**src/rtl/pwrgood_rst_ctrl.sv**
```systemverilog
module pwrgood_rst_ctrl #(
  parameter int HOLD_CYCLES = 8325000
) (
  input  logic clk,
  input  logic pwr_ok,
  input  logic bat_rst_n,
  input  logic cfg_we,
  input  logic cfg_inh_d,
  input  logic cfg_ok_set,
  output logic sys_rst,
  output logic sys_rst_oe,
  output logic cpu_rst,
  output logic cpu_rst_oe,
  output logic core_rst,
  output logic strap_latch,
  output logic cfg_clr,
  output logic cfg_inh_rd,
  output logic bat_ok
);
  localparam int CW = $clog2(HOLD_CYCLES + 1);
  localparam logic [CW-1:0] LAST = CW'(HOLD_CYCLES);

  logic [1:0] pg_ff, br_ff;
  logic pg_s, br_s;
  logic [CW-1:0] cnt;
  logic busy, busy_d, inh, inh_lat, ok, clr_async;

  always_ff @(posedge clk) begin
    pg_ff <= {pg_ff[0], pwr_ok};
    br_ff <= {br_ff[0], bat_rst_n};
  end
  assign pg_s = pg_ff[1];
  assign br_s = br_ff[1];

  always_ff @(posedge clk) begin
    if (!pg_s) cnt <= '0;
    else if (cnt != LAST) cnt <= cnt + 1'b1;
  end
  assign busy = (cnt != LAST);

  always_ff @(posedge clk) begin
    busy_d <= busy;
    if (!pg_s) inh_lat <= inh;
  end

  assign clr_async = ~pwr_ok & ~bat_rst_n;

  always_ff @(posedge clk or posedge clr_async) begin
    if (clr_async) inh <= 1'b0;
    else if (pg_s && cfg_we) inh <= cfg_inh_d;
  end

  always_ff @(posedge clk) begin
    if (!pg_s && !br_s) ok <= 1'b0;
    else if (pg_s && cfg_we && cfg_ok_set) ok <= 1'b1;
  end

  assign sys_rst     = ~pg_s | busy;
  assign cpu_rst     = sys_rst;
  assign sys_rst_oe  = pg_s;
  assign cpu_rst_oe  = pg_s;
  assign core_rst    = sys_rst & ~inh_lat;
  assign strap_latch = pg_s & busy_d & ~busy;
  assign cfg_clr     = ~pg_s;
  assign cfg_inh_rd  = inh;
  assign bat_ok      = ok;
endmodule


```
**config.mk**
```make
export PLATFORM = sky130hd
export DESIGN_NAME = pwrgood_rst_ctrl
export DESIGN_NICKNAME = d
export VERILOG_FILES = /design/src/rtl/pwrgood_rst_ctrl.sv
export SDC_FILE = /design/constraint.sdc
export NUM_CORES = 1
export LEC_CHECK = 0
export BUFFER_PORTS_ARGS = -buffer_cell sky130_fd_sc_hd__buf_4
export CORE_ASPECT_RATIO = 1.75
export CORE_MARGIN = 3
export CORE_UTILIZATION = 60
export CTS_BUF_LIST = sky130_fd_sc_hd__clkbuf_16
export CTS_CLUSTER_DIAMETER = 200
export DETAILED_ROUTE_END_ITERATION = 7
export GPL_ROUTABILITY_DRIVEN = 0
export GPL_TIMING_DRIVEN = 0
export HOLD_SLACK_MARGIN = 0.02
export PLACE_DENSITY = 0.8
export SETUP_SLACK_MARGIN = 0.2
export SLEW_MARGIN = 40
export SYNTH_ARGS = -nofsm -noshare
export SYNTH_HDL_FRONTEND = slang
export SYNTH_SLANG_ARGS = --single-unit
```
**constraint.sdc**
```tcl
create_clock -name clk -period 3.1 [get_ports clk]
set_input_delay 0.465 -clock clk [delete_from_list [all_inputs] [get_ports clk]]
set_output_delay 0.465 -clock clk [all_outputs]
set_load 0.03 [all_outputs]
```
==> impl_metrics.ini <==
[synth]
synth_seq_area_share_pct = 46.06
ys_seq_elements = 31
synth_area_per_cell_sq_um = 9.079
ys_async_sr_fraction_pct = 3.226
synth_cell_types = 36
synth_nets = 160
yosys_warnings = 0
syn_inst = 152
syn_area_sq_mm = 0.001380
ys.flop_type = dfxtp_1
synth-edff-count = 1

[power_and_ir_drop]
p_leak_nw = 0.6172
pwr-share-comb_pct = 6.0
internal_power_mw = 0.7263
p_per_area_mw_per_mm2 = 550.1
swShare_pct = 21.66
clockPowerShare_pct = 48.3
ir_worst_vdd_v = 0.0005198
seqPwrFrac_pct = 45.7
switchingPower_mw = 0.2008

[die]
die_area_sq_mm = 0.002934
num_io_pins = 15
initial_utilization_pct = 64.28
fp.dieH_microns = 69.45
num_rows = 22
die_w_microns = 42.26
core_sq_mm = 0.002147

[setup_path]
worstSetupStartpointType = register
cp_common_cell = buf_4
crit_chain = inv_1 -> ha_1 -> or4b_1 -> nor4_4 -> and2_4 -> nand2_1 -> buf_4 -> buf_4
worstReg2RegStart = cnt[1]$_SDFFE_PN0P_
worstSetupEndpointType = output pin
slowest_stage = or4b_1
cp.arrival_ns = 2.29
cp_max_fo = 4
crit_family = simple AND/OR/NAND/NOR gates
critPathBufInv = 3
r2r_end = cnt[22]$_SDFFE_PN0P_
path_class = reg -> out
r2r_slack_ns = 1.06
cpPeakStageDelay_ns = 0.50
worstPathRequired_ns = 2.63
rr_worst_depth = 6

[worst_hold_path]
hp-class = in -> async

[finish]
fill_cells = 152
area_delta_synth_final_pct = 22.12
postLayoutCellArea_sq_mm = 0.001685
final_util_pct = 78.50
num_antenna_cells = 0
final_nets = 183
drive_gt1_share_pct = 19.32

[routing]
drt-pass1-iter-count = 4
detail_route.wl_per_cell_microns = 15.09
wl_mm = 3.018
via_count = 1217
drt_iter0_drc = 28
drc = 0
vias_per_cell = 6.085
final_antenna_net_count = 0

[global_route]
grt-busiest-layer = met2
use_met1_pct = 24.71
antenna_found_initial = 0
grt-ovfl-total = 0
grt_usage_pct = 23.39
grt_pass1_vias = 1241
grt_util_met3_pct = 8.831
met2_usage_pct = 38.54
grt_max_degree = 12
grt_pass1_wl_mm = 5.313

[cts]
clock_sinks = 31
clkTransAtPathRegs_ns = 0.05
cts_buffers = 5
htreeDepth = 2
clk_latency_ns = 0.27
postCtsHoldBufs = 0
clock_path_buffers = 2
cts_tree = built
cts_root_buffer = clkbuf_16

[placed_design]
io_buffer_count = 14
dp_hpwl_mm = 2.077
placed_area_sq_mm = 0.001515

[timing]
finalSetupViolations = 0
worst_slew_pin_slew_ns = 0.5564
finalMaxSlewViolations = 0
fin_setup_tns_ns = 0
max_freq_mhz = 362.8
min_period_ns = 2.756
finalCritPeriodShare_pct = 88.91
relSlewSlack_pct = 62.60
hold_viol = 0
rsz0062_at_grt = no
skew_ns = 0.004833

[run]
max-cap-violations = 0

[run_status]
outcome = complete, no violations
==> layer usage <==
layer  vias to the layer above  part of all wire (%)
met5                         -                     0
met1                       565                    37
met4                         0                   4.0
met2                        47                    53
li1                        585                     -
met3                        20                   5.8
==> worst max path at each step <==
stage / depth (start not counted) / end / from
4_1_cts: 8 / sys_rst / cnt[0]$_SDFFE_PN0P_
3_3_place_gp: 8 / sys_rst / cnt[0]$_SDFFE_PN0P_
3_5_place_dp: 8 / sys_rst / cnt[0]$_SDFFE_PN0P_
6_report: 8 / sys_rst / cnt[0]$_SDFFE_PN0P_
5_1_grt: 8 / sys_rst / cnt[0]$_SDFFE_PN0P_
2_1_floorplan: 7 / sys_rst / cnt[0]$_SDFFE_PN0P_
==> power groups by stage <==
| stage | registers (mW) | logic (mW) | clock network (mW) |
|---|---|---|---|
| after floorplan | 0.438 | 0.0263 | 0 |
| after global placement | 0.430 | 0.0547 | 0 |
| after detailed placement | 0.431 | 0.0553 | 0 |
| after CTS | 0.423 | 0.0565 | 0.450 |
| after global routing | 0.425 | 0.0615 | 0.468 |
| final | 0.423 | 0.0559 | 0.448 |
==> logic make-up after synthesis <==
group           after synthesis  share of synthesized area, %
xor+xnor                     12                         7.616
buf+inv                      17                         5.349
simple gates                 66                         28.29
fa+ha+maj                     2                         1.813
flops                        31                         46.06
compound gates               23                         10.06
mux                           1                        0.8159
==> Yosys cell counts (2+ instances only) <==
| cell type | number | share of area (%) |
|---|---|---|
| a21oi_1 | 12 | 4.4 |
| and3_1 | 3 | 1.4 |
| buf_1 | 2 | 0.54 |
| buf_2 | 2 | 0.73 |
| buf_4 | 2 | 1.1 |
| clkbuf_1 | 2 | 0.54 |
| dfxtp_1 | 29 | 42 |
| ha_1 | 2 | 1.8 |
| inv_1 | 9 | 2.4 |
| nand2_1 | 9 | 2.4 |
| nand3_1 | 11 | 4.0 |
| nand4_1 | 2 | 0.91 |
| nor2_1 | 13 | 3.5 |
| nor3_1 | 3 | 1.1 |
| nor4_1 | 4 | 1.8 |
| o21ai_0 | 3 | 1.1 |
| o31ai_1 | 6 | 3.3 |
| or3_1 | 4 | 1.8 |
| or4_1 | 6 | 3.3 |
| or4b_1 | 2 | 1.5 |
| xnor2_1 | 10 | 6.3 |
| xor2_1 | 2 | 1.3 |
==> layout by cell type (no fill, tap or decap), types with 2 or more instances in the layout <==
| master | netlist | final |
|---|---|---|
| buf_2 | 2 | 2 |
| nor4_1 | 4 | 3 |
| nor3_1 | 3 | 3 |
| nand4_1 | 2 | 2 |
| inv_1 | 9 | 11 |
| xor2_1 | 2 | 2 |
| and3_1 | 3 | 3 |
| ha_1 | 2 | 2 |
| xnor2_1 | 10 | 10 |
| or3_1 | 4 | 4 |
| buf_4 | 2 | 18 |
| nor2_1 | 13 | 13 |
| nand2_1 | 9 | 9 |
| nand3_1 | 11 | 11 |
| buf_1 | 2 | 2 |
| clkbuf_16 | 0 | 5 |
| a21oi_1 | 12 | 12 |
| or4b_1 | 2 | 2 |
| o31ai_1 | 6 | 6 |
| o21ai_0 | 3 | 3 |
| dfxtp_1 | 29 | 29 |
| clkbuf_1 | 2 | 2 |
| or4_1 | 6 | 6 |
==> area by class of cell <==
class	instances	area, sq um	share of cell area (%)
buffer	8	40.04	2.376
clock buffer	5	125.1	7.424
clock inverter	3	12.51	0.7424
inverter	9	33.78	2.004
multi-input combinational	104	688.2	40.83
sequential	31	635.6	37.71
tap	24	30.03	1.782
timing repair buffer	16	120.1	7.127
==> metrics by stage <==
| step | hold slack [ns] | setup slack (ns) | instances | total power, mW |
|---|---|---|---|---|
| 3_5_place_dp | 0.3164 | 0.4808 | 190 | 0.4863 |
| 3_3_place_gp | 0.3118 | 0.4909 | 190 | 0.4851 |
| 5_1_grt | 0.04809 | 0.2407 | 200 | 0.9539 |
| 4_1_cts | 0.04506 | 0.2967 | 198 | 0.9300 |
| 6_report | 0.04916 | 0.3437 | 200 | 0.9271 |
| 2_1_floorplan | 0.2400 | 0.6176 | 152 | 0.4641 |
==> sequential cells by signal (all words and copies together), names as in the netlist <==
name,flops
bat_ok,1
br_ff,2
busy_d,1
cfg_inh_rd,1
cnt,23
inh_lat,1
pg_ff,2
==> timing repair <==
item | in CTS | in global routing
pin swaps | 0 | 1
buffers inserted | 0 | 2
endpoints found under the setup margin | 1 | 1
hold endpoints to repair | 0 | 0
resized for setup | 1 | 1
gates cloned | 0 | 0
Note: power is estimated with default switching activity, not from simulation.
